**config.mk**
```make
export PLATFORM = sky130hd
export DESIGN_NAME = sio_port
export DESIGN_NICKNAME = d
export VERILOG_FILES = /design/src/rtl/sio_pkg.sv /design/src/rtl/sio_tick.sv /design/src/rtl/sio_tx.sv /design/src/rtl/sio_rx.sv /design/src/rtl/sio_port.sv
export SDC_FILE = /design/constraint.sdc
export NUM_CORES = 1
export LEC_CHECK = 0
export BUFFER_PORTS_ARGS = -buffer_cell sky130_fd_sc_hd__buf_2
export CAP_MARGIN = 30
export CORE_MARGIN = 5
export CORE_UTILIZATION = 57
export CTS_CLUSTER_SIZE = 12
export DETAILED_ROUTE_END_ITERATION = 10
export GPL_ROUTABILITY_DRIVEN = 0
export HOLD_SLACK_MARGIN = 0.1
export PLACE_DENSITY = 0.76
export SLEW_MARGIN = 20
export SYNTH_ARGS = -nofsm -noshare
export SYNTH_HDL_FRONTEND = slang
export SYNTH_SLANG_ARGS = --single-unit
```
**constraint.sdc**
```tcl
create_clock -name clk_i -period 2.85 [get_ports clk_i]
set_input_delay 0.285 -clock clk_i [delete_from_list [all_inputs] [get_ports clk_i]]
set_output_delay 0.285 -clock clk_i [all_outputs]
set_load 0.05 [all_outputs]
```
**src/rtl/sio_pkg.sv**
```systemverilog
package sio_pkg;
  typedef enum logic [1:0] {
    MODE_OFF    = 2'b00,
    MODE_8B     = 2'b01,
    MODE_9B_FIX = 2'b10,
    MODE_9B_VAR = 2'b11
  } sio_mode_e;

  function automatic logic maj3(input logic a, input logic b, input logic c);
    return (a & b) | (a & c) | (b & c);
  endfunction
endpackage

```
**src/rtl/sio_tick.sv**
```systemverilog
module sio_tick
  import sio_pkg::*;
(
  input  logic      clk_i,
  input  logic      rst_ni,
  input  sio_mode_e mode_i,
  input  logic      dbl_rate_i,
  input  logic      baud_sel_i,
  input  logic      tick_a_i,
  input  logic      tick_b_i,
  output logic      tick_o
);
  logic div_q;

  always_ff @(posedge clk_i or negedge rst_ni) begin
    if (!rst_ni)                  div_q <= 1'b0;
    else if (mode_i == MODE_9B_FIX) div_q <= ~div_q;
    else                          div_q <= 1'b0;
  end

  always_comb begin
    unique case (mode_i)
      MODE_9B_FIX:         tick_o = dbl_rate_i | div_q;
      MODE_8B, MODE_9B_VAR: tick_o = baud_sel_i ? tick_b_i : tick_a_i;
      default:             tick_o = 1'b0;
    endcase
  end

  AST_HALF_RATE: assert property (@(posedge clk_i) disable iff (!rst_ni)
    (tick_o && mode_i == MODE_9B_FIX && !dbl_rate_i) |=>
      (mode_i != MODE_9B_FIX || dbl_rate_i || !tick_o));
endmodule

```
**src/rtl/sio_tx.sv**
```systemverilog
module sio_tx
  import sio_pkg::*;
#(
  parameter int OSR = 16,
  parameter int DW  = 8
) (
  input  logic          clk_i,
  input  logic          rst_ni,
  input  logic          tick_i,
  input  logic          nine_i,
  input  logic          start_i,
  input  logic [DW-1:0] data_i,
  input  logic          bit9_i,
  input  logic          ti_clr_i,
  output logic          tx_o,
  output logic          ti_o,
  output logic          busy_o
);
  localparam int CW = $clog2(OSR);
  localparam int FW = DW + 3;
  localparam int BW = $clog2(FW + 1);

  logic [FW-1:0] sh_q;
  logic [CW-1:0] ocnt_q;
  logic [BW-1:0] bidx_q;
  logic          busy_q, ti_q;
  logic [BW-1:0] last;
  logic          bit_end;

  assign last    = nine_i ? BW'(DW + 2) : BW'(DW + 1);
  assign bit_end = busy_q && tick_i && (ocnt_q == CW'(OSR - 1));

  always_ff @(posedge clk_i or negedge rst_ni) begin
    if (!rst_ni) begin
      busy_q <= 1'b0;
      sh_q   <= '1;
      ocnt_q <= '0;
      bidx_q <= '0;
    end else if (!busy_q) begin
      if (start_i) begin
        busy_q <= 1'b1;
        sh_q   <= {1'b1, (nine_i ? bit9_i : 1'b1), data_i, 1'b0};
        ocnt_q <= '0;
        bidx_q <= '0;
      end
    end else if (tick_i) begin
      if (ocnt_q == CW'(OSR - 1)) begin
        ocnt_q <= '0;
        if (bidx_q == last) begin
          busy_q <= 1'b0;
        end else begin
          bidx_q <= bidx_q + 1'b1;
          sh_q   <= {1'b1, sh_q[FW-1:1]};
        end
      end else begin
        ocnt_q <= ocnt_q + 1'b1;
      end
    end
  end

  // done flag rises as the stop bit goes out; set wins over clear
  always_ff @(posedge clk_i or negedge rst_ni) begin
    if (!rst_ni)                               ti_q <= 1'b0;
    else if (bit_end && bidx_q == last - 1'b1) ti_q <= 1'b1;
    else if (ti_clr_i)                         ti_q <= 1'b0;
  end

  assign tx_o   = ~busy_q | sh_q[0];
  assign ti_o   = ti_q;
  assign busy_o = busy_q;

  AST_START_LOW: assert property (@(posedge clk_i) disable iff (!rst_ni)
    (start_i && !busy_o) |=> (busy_o && !tx_o));
  AST_TI_AT_STOP: assert property (@(posedge clk_i) disable iff (!rst_ni)
    $rose(ti_o) |-> (tx_o && busy_o));
  AST_BUSY_HOLDS_FRAME: assert property (@(posedge clk_i) disable iff (!rst_ni)
    (busy_o && start_i && !tick_i) |=> $stable(tx_o));
endmodule

```
**src/rtl/sio_rx.sv**
```systemverilog
module sio_rx
  import sio_pkg::*;
#(
  parameter int OSR = 16,
  parameter int DW  = 8
) (
  input  logic          clk_i,
  input  logic          rst_ni,
  input  logic          tick_i,
  input  logic          nine_i,
  input  logic          rx_i,
  input  logic          ri_clr_i,
  input  logic          fe_clr_i,
  output logic [DW-1:0] rx_data_o,
  output logic          rx_bit8_o,
  output logic          ri_o,
  output logic          fe_o
);
  localparam int CW  = $clog2(OSR);
  localparam int MID = OSR / 2;
  localparam int BW  = $clog2(DW + 4);

  logic          s1_q, rxs_q;
  logic          active_q;
  logic [CW-1:0] ocnt_q;
  logic [BW-1:0] bidx_q;
  logic [1:0]    smp_q;
  logic [DW-1:0] dat_q;
  logic          ninth_q;
  logic [DW-1:0] out_q;
  logic          b8_q, ri_q, fe_q;
  logic [BW-1:0] last;
  logic          vote_now, bit_v, done;

  assign last     = nine_i ? BW'(DW + 2) : BW'(DW + 1);
  assign vote_now = active_q && tick_i && (ocnt_q == CW'(MID + 1));
  assign bit_v    = maj3(smp_q[0], smp_q[1], rxs_q);
  assign done     = vote_now && (bidx_q == last);

  always_ff @(posedge clk_i or negedge rst_ni) begin
    if (!rst_ni) begin
      s1_q  <= 1'b1;
      rxs_q <= 1'b1;
    end else begin
      s1_q  <= rx_i;
      rxs_q <= s1_q;
    end
  end

  always_ff @(posedge clk_i or negedge rst_ni) begin
    if (!rst_ni) begin
      active_q <= 1'b0;
      ocnt_q   <= '0;
      bidx_q   <= '0;
      smp_q    <= '0;
      dat_q    <= '0;
      ninth_q  <= 1'b0;
    end else if (tick_i) begin
      if (!active_q) begin
        if (!rxs_q) begin
          active_q <= 1'b1;
          ocnt_q   <= '0;
          bidx_q   <= '0;
        end
      end else begin
        ocnt_q <= (ocnt_q == CW'(OSR - 1)) ? '0 : ocnt_q + 1'b1;
        if (ocnt_q == CW'(MID - 1)) smp_q[0] <= rxs_q;
        if (ocnt_q == CW'(MID))     smp_q[1] <= rxs_q;
        if (vote_now) begin
          if (bidx_q == '0 && bit_v) begin
            active_q <= 1'b0;                 // false start
          end else if (done) begin
            active_q <= 1'b0;
          end else begin
            if (bidx_q <= BW'(DW)) dat_q   <= {bit_v, dat_q[DW-1:1]};
            else                   ninth_q <= bit_v;
            bidx_q <= bidx_q + 1'b1;
          end
        end
      end
    end
  end

  always_ff @(posedge clk_i or negedge rst_ni) begin
    if (!rst_ni) begin
      out_q <= '0;
      b8_q  <= 1'b0;
    end else if (done) begin
      out_q <= dat_q;
      b8_q  <= nine_i ? ninth_q : bit_v;
    end
  end

  always_ff @(posedge clk_i or negedge rst_ni) begin
    if (!rst_ni)       ri_q <= 1'b0;
    else if (done)     ri_q <= 1'b1;
    else if (ri_clr_i) ri_q <= 1'b0;
  end

  always_ff @(posedge clk_i or negedge rst_ni) begin
    if (!rst_ni)               fe_q <= 1'b0;
    else if (done && !bit_v)   fe_q <= 1'b1;
    else if (fe_clr_i)         fe_q <= 1'b0;
  end

  assign rx_data_o = out_q;
  assign rx_bit8_o = b8_q;
  assign ri_o      = ri_q;
  assign fe_o      = fe_q;

  AST_M8_STOP_KEPT: assert property (@(posedge clk_i) disable iff (!rst_ni)
    ($rose(ri_o) && !nine_i && !$past(fe_o)) |-> (rx_bit8_o == !fe_o));
  AST_FE_STICKY: assert property (@(posedge clk_i) disable iff (!rst_ni)
    (fe_o && !fe_clr_i) |=> fe_o);
  AST_RI_STICKY: assert property (@(posedge clk_i) disable iff (!rst_ni)
    (ri_o && !ri_clr_i) |=> ri_o);
endmodule

```
**src/rtl/sio_port.sv**
```systemverilog
module sio_port
  import sio_pkg::*;
#(
  parameter int OSR = 16,
  parameter int DW  = 8
) (
  input  logic          clk_i,
  input  logic          rst_ni,
  input  logic [1:0]    mode_i,
  input  logic          dbl_rate_i,
  input  logic          baud_sel_i,
  input  logic          tick_a_i,
  input  logic          tick_b_i,
  input  logic          fe_view_i,
  input  logic          tx_start_i,
  input  logic [DW-1:0] tx_data_i,
  input  logic          tx_bit9_i,
  input  logic          ti_clr_i,
  input  logic          ri_clr_i,
  input  logic          fe_clr_i,
  input  logic          rx_i,
  output logic          tx_o,
  output logic [DW-1:0] rx_data_o,
  output logic          rx_bit8_o,
  output logic          ti_o,
  output logic          ri_o,
  output logic          fe_o,
  output logic          ctrl_top_o
);
  sio_mode_e mode;
  logic      tick, nine, tx_busy, fe;

  assign mode = sio_mode_e'(mode_i);
  assign nine = mode_i[1];

  sio_tick u_tick (
    .clk_i, .rst_ni, .mode_i(mode), .dbl_rate_i, .baud_sel_i,
    .tick_a_i, .tick_b_i, .tick_o(tick)
  );

  sio_tx #(.OSR(OSR), .DW(DW)) u_tx (
    .clk_i, .rst_ni, .tick_i(tick), .nine_i(nine), .start_i(tx_start_i),
    .data_i(tx_data_i), .bit9_i(tx_bit9_i), .ti_clr_i,
    .tx_o, .ti_o, .busy_o(tx_busy)
  );

  sio_rx #(.OSR(OSR), .DW(DW)) u_rx (
    .clk_i, .rst_ni, .tick_i(tick), .nine_i(nine), .rx_i,
    .ri_clr_i, .fe_clr_i, .rx_data_o, .rx_bit8_o, .ri_o, .fe_o(fe)
  );

  assign fe_o       = fe;
  assign ctrl_top_o = fe_view_i ? fe : mode_i[1];

  AST_IDLE_LINE_HIGH: assert property (@(posedge clk_i) disable iff (!rst_ni)
    (!tx_busy && !tx_start_i) |=> tx_o);
endmodule

```
**Yosys cells after proc, flatten, opt, wreduce, memory -nomap -nowiden**

Cells that the tools add are included.

- $add $sub $neg: 5
- Magnitude comparators: 1
- Equality and inequality tests: 18
- Multiplexer cells: 43
- Bitwise operators: 12
- Reductions and logical operators: 23

Operator list:

| cell | count |
|---|---|
| $mux 4 | 15 |
| $mux 11 | 5 |
| $mux 1 | 21 |
| $add 4x1->4 const B | 4 |
| $eq 4x4->1 const B | 4 |
| $eq 4x4->1 | 3 |
| $ne 2x2->1 const B | 6 |
| $reduce_and 6->1 | 2 |
| $logic_and 1x1->1 | 8 |
| $reduce_bool 2->1 | 4 |
| $reduce_and 3->1 | 2 |
| $not 1->1 | 5 |
| $reduce_and 5->1 | 1 |
| $eq 2x2->1 const B | 2 |
| $eq 4x3->1 const B | 1 |
| $le 4x4->1 const B | 1 |
| $logic_not 4->1 | 1 |
| $or 1x1->1 | 4 |
| $reduce_and 2->1 | 2 |
| $reduce_and 4->1 | 1 |
| $sub 4x1->4 const B | 1 |
| $and 1x1->1 | 3 |
| $eq 2x1->1 const B | 1 |
| $mux 2 | 1 |
| 4 further kinds | 4 |

- Register bits after elaboration: 55
- Input port bits: 23
- Output and inout port bits: 14
- Logic and storage cells: 121

**Logic depth before layout (Yosys ltp)**

Gate-level depths: netlist of the first run.

- Word-level depth: 10
- Depth in mapped cells: 8
- Mapped depth without buffers: 7

**Modules after synthesis**

A second synthesis of the first run with hierarchy kept.

- Cell total of the unflattened synthesis: 217
- Area, all modules: 2667.6 um^2

Modules (own cells, without submodules):

| module | times used | cells each | area an instance (um^2) | seq. area each (um^2) |
|---|---|---|---|---|
| sio_rx | 1 | 120 | 1524.0 | 828.3 |
| sio_tx | 1 | 91 | 1071.0 | 513.0 |
| sio_tick | 1 | 5 | 57.6 | 25.0 |
| sio_port | 1 | 1 | 15.0 | 0.0 |

**Least setup slack after synthesis of the first run**

OpenSTA, ideal clock, no wires.

- Kind: register -> register
- Start: register u_rx.ocnt_q[1]
- End: register u_rx.dat_q[0]
- Setup time: 125 ps
- Data arrival time: 1859 ps
- Data required time: 2725 ps
- Path slack: 867 ps
- Stages on the path, launching flop included: 8
- Path buffers: 0
- Period minus slack after synthesis: 1983 ps
- Cells stage by stage: dfrtp_1 > inv_1 > ha_1 > nand4b_1 > a2111oi_4 > nor2_1 > nand3_2 > mux2_2

- Longest elaborated chain between the ends: 5

RTL lines:

| element | RTL line | source |
|---|---|---|
| start: declaration | sio_rx.sv:25 | `logic [CW-1:0] ocnt_q;` |
| start signal: assignment | sio_rx.sv:66 | `ocnt_q <= (ocnt_q == CW'(OSR - 1)) ? '0 : ocnt_q + 1'b1;` |
| $eq 4x4->1 * | sio_rx.sv:36 | `assign vote_now = active_q && tick_i && (ocnt_q == CW'(MID + 1));` |
| $logic_and 1x1->1 * | sio_rx.sv:36 |  |
| $logic_and 1x1->1 | sio_rx.sv:38 | `assign done = vote_now && (bidx_q == last);` |
| $not 1->1 (no source line) | -- |  |
| $reduce_and 6->1 (no source line) * | -- |  |
| end signal: assignment | sio_rx.sv:75 | `if (bidx_q <= BW'(DW)) dat_q <= {bit_v, dat_q[DW-1:1]};` |
| end: declaration | sio_rx.sv:28 | `logic [DW-1:0] dat_q;` |

Mark *: on every way between the ends. The rest lies on a longest branch, timed or not.
A chain may end at the register's enable or synchronous reset.

**Worst setup path after layout of the first run**

- Start: register u_rx.ocnt_q[1]
- End: register u_rx.out_q[7], in the netlist u_rx.rx_data_o[7]

- Longest elaborated chain between the ends: 3

RTL lines:

| element | RTL line | source |
|---|---|---|
| $eq 4x4->1 | sio_rx.sv:36 |  |
| $logic_and 1x1->1 | sio_rx.sv:36 |  |
| $logic_and 1x1->1 | sio_rx.sv:38 |  |
| end signal: assignment | sio_rx.sv:89 | `out_q <= dat_q;` |
| end: declaration | sio_rx.sv:30 | `logic [DW-1:0] out_q;` |

Every way passes these cells.

==> flow_summary.yaml, run 1 <==
global_routing:
  grt_antenna_before_repair: 0
  grt_usage_pct: 17.4
  pin_count_of_the_biggest_net_entering_global_routing: 29
  grt_first_pass_wirelength_microns: 8450
  overflow: 0
  first_global_vias: 1892
power:
  pwr-share-comb_pct: 21.7
  p_sw_uw: 583
  power_per_cell_area_nw_per_um2: 664
  vdd_drop_max_uv: 468
  leakagePower_nw: 1.47
  p_sw_share_pct: 28.8
  sequentialPowerShare_pct: 52.9
  power_mw: 2.02
  clock_network_power_share_pct: 25.4
  power.internal_mw: 1.44
layout:
  mostFrequentLayoutCell: "sky130_fd_sc_hd__dfrtp_1"
  seq_area_sq_um: 1370
  post-route-util_pct: 65.7
  layout-drive-gt1-share_pct: 39.5
  instances_no_fill: 325
  most-common-layout-cells: "42 x sky130_fd_sc_hd__dfrtp_1, 36 x sky130_fd_sc_hd__buf_2, 34 x sky130_fd_sc_hd__mux2_2, 19 x sky130_fd_sc_hd__nand2_1, 13 x sky130_fd_sc_hd__inv_1"
  syn2layout_area_growth_pct: 13.7
  antenna-diode-count: 0
  final_design_area_no_fill_sq_um: 3040
  nFillCells: 346
  multiInputGateArea_sq_um: 1230
  nets: 300
cts:
  insertion_delay_ns: 0.31
  numClockSinks: 54
  clockRootBuffer: "sky130_fd_sc_hd__clkbuf_8"
  tritoncts: "done"
  postCtsResizedCells: 0
  cts_bufs_inserted: 5
  clkSlewWorstSetupHoldPaths_ns: 0.10
  htreeDepth: 2
  cts.path.max_buffers: 2
floorplan:
  floorplan.die_area_sq_um: 6160
  die_x_microns: 78.5
  core_sq_um: 4630
  start_util_pct: 57.8
  placement_rows: 25
  top_level_ports: 37
  chipHeight_microns: 78.5
timing:
  worst_slew_pin_slew_ns: 0.605
  finalClockSkew_ns: 0.00561
  max_slew_margin_pct: 59.7
  min_period_ns: 2.26
  tns_ns: 0
  timing.final.hold_violations: 0
  finalMaxSlewViolations: 0
  setup_viol: 0
  period_share_pct: 79.3
  rsz0062_at_grt: "no"
  max_clock_freq_mhz: 442
synthesis:
  synth_sequential_area_ratio_pct: 51.1
  number_of_instances_in_the_synthesized_netlist: 227
  syn-cell-area_sq_um: 2680
  synth.net_count: 257
  synthArstFlopShare_pct: 100
  synth-seq-cells: 54
  synth_flop_cell: "sky130_fd_sc_hd__dfrtp_1"
  synth.avg_cell_area_sq_um: 11.8
  yosys_warnings: 0
  synth.distinct_cells: 46
  synth-edff-count: 0
place:
  place_area_sq_um: 2910
  dp_cells: 315
  dp_hpwl_microns: 3490
  io_buffer_count: 36
routing:
  wire_per_inst_microns: 14.9
  ant_nets: 0
  route.detailed.vias_per_inst: 5.57
  detailedRoute.firstPassIterationCount: 4
  vias: 1811
  wl_microns: 4850
  drc: 0
  detail_route.iter0.violations: 46
setup_path:
  max_stage_delay_ns: 0.53
  timing.critical_path.fanout_max: 13
  worst-setup-path-type: "register to register"
  regToRegStartpoint: "u_rx.ocnt_q[1]$_DFFE_PN0P_"
  crit_path_cells: "inv_1 -> ha_1 -> nand4b_1 -> a2111oi_4 -> nand2_2 -> mux2_4"
  setup.reg_to_reg.worst_slack_ns: 0.59
  crit_path_start_kind: "register"
  crit_required_ns: 3.05
  critical_path.slowest_cell: "sky130_fd_sc_hd__a2111oi_4"
  timing.rr.end: "u_rx.rx_data_o[7]$_DFFE_PN0P_"
  critPathArrivalTime_ns: 2.46
  end_kind: "register"
  rr_worst_depth: 6
run_status:
  outcome: "finished clean"
job:
  maxCapViolCount: 0
worst_hold_path:
  min_delay_path_depth: 2
  hold_end: "u_rx.ri_o$_DFFE_PN0P_"
  worst_hold_path_type: "input port to register"
  worstHoldStart: "ri_clr_i"
-- critical path: cells and delay by family (launching register included) --
| family | cells | cell delay, ns |
|---|---|---|
| AND/OR/NAND/NOR | 2 | 0.57 |
| buffers and inverters | 1 | 0.09 |
| flip-flops | 1 | 0.43 |
| adder cells (fa/ha/maj) | 1 | 0.14 |
| AO/OA/AOI/OAI | 1 | 0.53 |
| multiplexers | 1 | 0.38 |
-- power groups by stage --
stage / Clock (mW) / Sequential, mW / Combinational [mW]
after floorplan: 0 / 1.05 / 0.346
after global placement: 0 / 1.07 / 0.422
after detailed placement: 0 / 1.08 / 0.440
after CTS: 0.526 / 1.07 / 0.445
after global routing: 0.563 / 1.09 / 0.502
final: 0.513 / 1.07 / 0.439
-- registers in the layout, indices dropped and copies added, names as in the netlist --
register        count
u_tx.sh_q          10
u_rx.dat_q          8
u_rx.rx_data_o      8
u_rx.bidx_q         4
u_rx.ocnt_q         4
u_tx.bidx_q         4
u_tx.ocnt_q         4
u_rx.smp_q          2
u_rx.active_q       1
u_rx.fe_o           1
u_rx.ninth_q        1
u_rx.ri_o           1
u_rx.rx_bit8_o      1
u_rx.rxs_q          1
u_rx.s1_q           1
u_tick.div_q        1
u_tx.busy_o         1
u_tx.ti_o           1
-- layout make-up --
type | instances | share of cell area (%)
clock buffers | 5 | 2.26
clock inverters | 3 | 1.48
inverters | 13 | 1.60
multi-input cells | 156 | 40.4
flip-flops and latches | 54 | 44.9
well taps | 54 | 2.22
repair buffers | 40 | 7.08
-- metal layers --
layer  vias to the layer above  GRT usage (%)  wire [microns]
met5                         -              0               0
met4                         0           5.59              33
met3                         4           5.96             235
met2                        42           29.2            2440
met1                       875           20.8            2140
li1                        890              -               -
-- kinds of logic (layout without fill, tap and decap cells) --
family,Yosys count,in the layout,synth area share (%)
flip-flops,54,54,51.1
AO/OA/AOI/OAI,36,36,9.40
adder cells (fa/ha/maj),8,8,3.65
XOR/XNOR,3,3,0.982
buffers and inverters,17,61,2.95
AND/OR/NAND/NOR,67,67,13.7
multiplexers,42,42,18.2
-- worst max-delay path by stage --
| stage | from | to | cells after the start |
|---|---|---|---|
| after floorplan | u_rx.ocnt_q[1]$_DFFE_PN0P_ | u_rx.dat_q[0]$_DFFE_PN0P_ | 7 |
| final | u_rx.ocnt_q[1]$_DFFE_PN0P_ | u_rx.rx_data_o[7]$_DFFE_PN0P_ | 6 |
| after CTS | u_rx.ocnt_q[1]$_DFFE_PN0P_ | u_rx.rx_data_o[7]$_DFFE_PN0P_ | 6 |
| after global placement | u_rx.ocnt_q[1]$_DFFE_PN0P_ | u_rx.rx_data_o[7]$_DFFE_PN0P_ | 6 |
| after global routing | u_rx.ocnt_q[1]$_DFFE_PN0P_ | u_rx.rx_data_o[3]$_DFFE_PN0P_ | 6 |
| after detailed placement | u_rx.ocnt_q[1]$_DFFE_PN0P_ | u_rx.rx_data_o[7]$_DFFE_PN0P_ | 6 |
-- metrics by stage --
step / hold slack (ns) / setup WS (ns)
after floorplan: -0.0106 / 0.867
after global placement: 0.338 / 0.651
after detailed placement: 0.329 / 0.608
after CTS: 0.146 / 0.585
after global routing: 0.165 / 0.412
final: 0.156 / 0.589
-- cells in the mapped netlist, types with 2 or more instances --
| master | instances | share of area (%) |
|---|---|---|
| sky130_fd_sc_hd__dfrtp_1 | 42 | 39 |
| sky130_fd_sc_hd__mux2_2 | 34 | 14 |
| sky130_fd_sc_hd__nand2_1 | 19 | 2.7 |
| sky130_fd_sc_hd__inv_1 | 13 | 1.8 |
| sky130_fd_sc_hd__dfstp_2 | 12 | 12 |
| sky130_fd_sc_hd__nor2_1 | 12 | 1.7 |
| sky130_fd_sc_hd__o21ai_0 | 12 | 2.2 |
| sky130_fd_sc_hd__a21oi_1 | 8 | 1.5 |
| sky130_fd_sc_hd__nand3_1 | 8 | 1.5 |
| sky130_fd_sc_hd__ha_1 | 7 | 3.3 |
| sky130_fd_sc_hd__a22o_1 | 5 | 1.6 |
| sky130_fd_sc_hd__mux2_4 | 5 | 2.8 |
| sky130_fd_sc_hd__nand2b_1 | 4 | 0.94 |
| sky130_fd_sc_hd__mux2i_1 | 3 | 1.1 |
| sky130_fd_sc_hd__nor2b_1 | 3 | 0.70 |
| sky130_fd_sc_hd__a21o_1 | 2 | 0.56 |
| sky130_fd_sc_hd__buf_6 | 2 | 0.84 |
| sky130_fd_sc_hd__nand3b_1 | 2 | 0.56 |
| sky130_fd_sc_hd__nand4_1 | 2 | 0.47 |
| sky130_fd_sc_hd__nor3_1 | 2 | 0.37 |
| sky130_fd_sc_hd__nor3b_1 | 2 | 0.56 |
| sky130_fd_sc_hd__nor4_1 | 2 | 0.47 |
| sky130_fd_sc_hd__or3b_2 | 2 | 0.65 |
| sky130_fd_sc_hd__xor2_1 | 2 | 0.65 |
-- timing repair --
action	in CTS	in global routing
setup buffers	0	0
endpoints found under the hold margin	21	0
hold buffers	2	0
No activity file was read; power rests on OpenSTA's default activity.
==> inputs of run 2 (changes only) <==
CORE_UTILIZATION = 51   (was 57)
PLACE_DENSITY = 0.72   (was 0.76)
clock period = 1.9 ns   (was 2.85 ns; I/O delays follow)
==> flow_summary.yaml, run 2 (synthesis results as in run 1) <==
timing:
  rsz0062_at_grt: "yes"
  layout_setup_ws_ns: -0.0622
  finalClockSkew_ns: 0.00831
  max_clock_freq_mhz: 510
  finalMaxSlewViolations: 0
  worst_slew_pin_slew_ns: 0.499
  min_period_ns: 1.96
  min_hold_slack_ns: 0.160
  timing.final.hold_violations: 0
  tns_ns: -0.550
  period_share_pct: 103
  setup_viol: 19
  max_slew_margin_pct: 66.7
cts:
  cts_bufs_inserted: 5
  clockRootBuffer: "sky130_fd_sc_hd__clkbuf_8"
  tritoncts: "done"
  numClockSinks: 54
  clkSlewWorstSetupHoldPaths_ns: 0.09
  htreeDepth: 2
  insertion_delay_ns: 0.30
  cts.path.max_buffers: 2
power:
  power_mw: 3.24
  vdd_drop_max_uv: 512
  p_sw_uw: 901
  p_sw_share_pct: 27.8
  pwr-share-comb_pct: 27.9
  sequentialPowerShare_pct: 48.0
  leakagePower_nw: 1.72
  clock_network_power_share_pct: 24.2
  power.internal_mw: 2.34
  power_per_cell_area_nw_per_um2: 933
place:
  place_area_sq_um: 3150
  dp_cells: 358
  pre_cts_ws_ns: -0.0576
  io_buffer_count: 36
  dp_hpwl_microns: 3920
job:
  maxCapViolCount: 0
routing:
  vias: 1953
  wire_per_inst_microns: 14.3
  wl_microns: 5410
  drc: 0
  ant_nets: 0
  detailedRoute.firstPassIterationCount: 4
  detail_route.iter0.violations: 76
  route.detailed.vias_per_inst: 5.15
floorplan:
  floorplan.die_area_sq_um: 6790
  top_level_ports: 37
  placement_rows: 26
  core_sq_um: 5110
  chipHeight_microns: 82.4
  start_util_pct: 52.4
  die_x_microns: 82.4
global_routing:
  gr-max-usage-layer: "met2"
  grt_usage_pct: 16.7
  overflow: 0
  grt_antenna_before_repair: 0
  grt_first_pass_wirelength_microns: 8770
  first_global_vias: 1969
  grtUsageMet3_pct: 3.36
  pin_count_of_the_biggest_net_entering_global_routing: 34
  global_route.usage.met1_pct: 21.1
  grtUsageMet2_pct: 29.2
layout:
  mostFrequentLayoutCell: "sky130_fd_sc_hd__dfrtp_1"
  final_design_area_no_fill_sq_um: 3480
  instances_no_fill: 379
  largest_register_ff_count: 10
  syn2layout_area_growth_pct: 29.9
  registers.top_by_ff_count: "u_tx.sh_q"
  layout-drive-gt1-share_pct: 49.8
  most-common-layout-cells: "42 x sky130_fd_sc_hd__dfrtp_1, 36 x sky130_fd_sc_hd__buf_2, 32 x sky130_fd_sc_hd__buf_4, 25 x sky130_fd_sc_hd__mux2_2, 16 x sky130_fd_sc_hd__nand2_1"
  nets: 338
  post-route-util_pct: 68.1
  antenna-diode-count: 0
run_status:
  violations_in_the_final_reports: "negative setup slack"
  outcome: "finished with violations"
setup_path:
  end_kind: "register"
  crit_path_start_kind: "register"
  timing.critical_path.fanout_max: 6
  crit_required_ns: 2.09
  worst-setup-path-type: "register to register"
  regToRegStartpoint: "u_rx.bidx_q[0]$_DFFE_PN0P_"
  crit_start: "u_rx.bidx_q[0]$_DFFE_PN0P_"
  critPathArrivalTime_ns: 2.15
worst_hold_path:
  worst_hold_path_type: "input port to register"
  worstHoldStart: "tx_start_i"
-- run 2: changes by cell type in the layout (fill, tap and decap cells not counted), sizes merged --
| cell | delta |
|---|---|
| clkbuf | +2 |
| buf | +36 |
| dlygate4sd3 | +2 |
| clkinvlp | -2 |
-- run 2: what timing repair did --
item | CTS | global route
resized for setup | 11 | 20
pin swaps | 3 | 4
setup buffers | 8 | 1
endpoints found under the setup margin | 15 | 32
hold endpoints to repair | 14 | 0
hold buffers | 4 | 0
-- run 2: final timing paths --
kind	to	slack [ns]	cells after the start
max	u_rx.rx_data_o[7]$_DFFE_PN0P_	-0.06	5
min	u_tx.busy_o$_DFF_PN0_	0.16	3
max reg2reg	u_rx.rx_data_o[7]$_DFFE_PN0P_	-0.06	5
min reg2reg	u_rx.rxs_q$_DFF_PN1_	0.36	0
max in group asynchronous	u_rx.s1_q$_DFF_PN1_	0.89	3
min in group asynchronous	u_tx.ocnt_q[3]$_DFFE_PN0P_	0.39	2
-- run 2: final cells by class --
class / instances / area (sq um)
Clock buffer: 7 / 86.3
Clock inverter: 1 / 30.0
Fill cell: 378 / 1630
Inverter: 13 / 48.8
Multi-Input combinational cell: 156 / 1320
Sequential cell: 54 / 1370
Tap cell: 70 / 87.6
Timing Repair Buffer: 78 / 537
-- run 2: worst max-delay path, cell delays in order (launching register included) --
cell and delay [ns]:
sky130_fd_sc_hd__dfrtp_1 0.37, sky130_fd_sc_hd__or3b_4 0.40, sky130_fd_sc_hd__a2111oi_4 0.47, sky130_fd_sc_hd__nand2_2 0.15
sky130_fd_sc_hd__buf_6 0.16, sky130_fd_sc_hd__mux2_4 0.28
-- run 2: power by group through the flow --
stage	registers (mW)	logic [mW]	clock network, mW
2_1_floorplan	1.57	0.520	0
3_3_place_gp	1.56	0.793	0
3_5_place_dp	1.57	0.822	0
4_1_cts	1.55	0.891	0.807
5_1_grt	1.58	1.01	0.863
6_report	1.56	0.904	0.784
-- run 2: routing by layer --
layer | up-vias | part of all wire (%)
li1 | 968 | -
met1 | 947 | 45
met2 | 32 | 50
met3 | 6 | 3.7
met4 | 0 | 1.1
met5 | - | 0
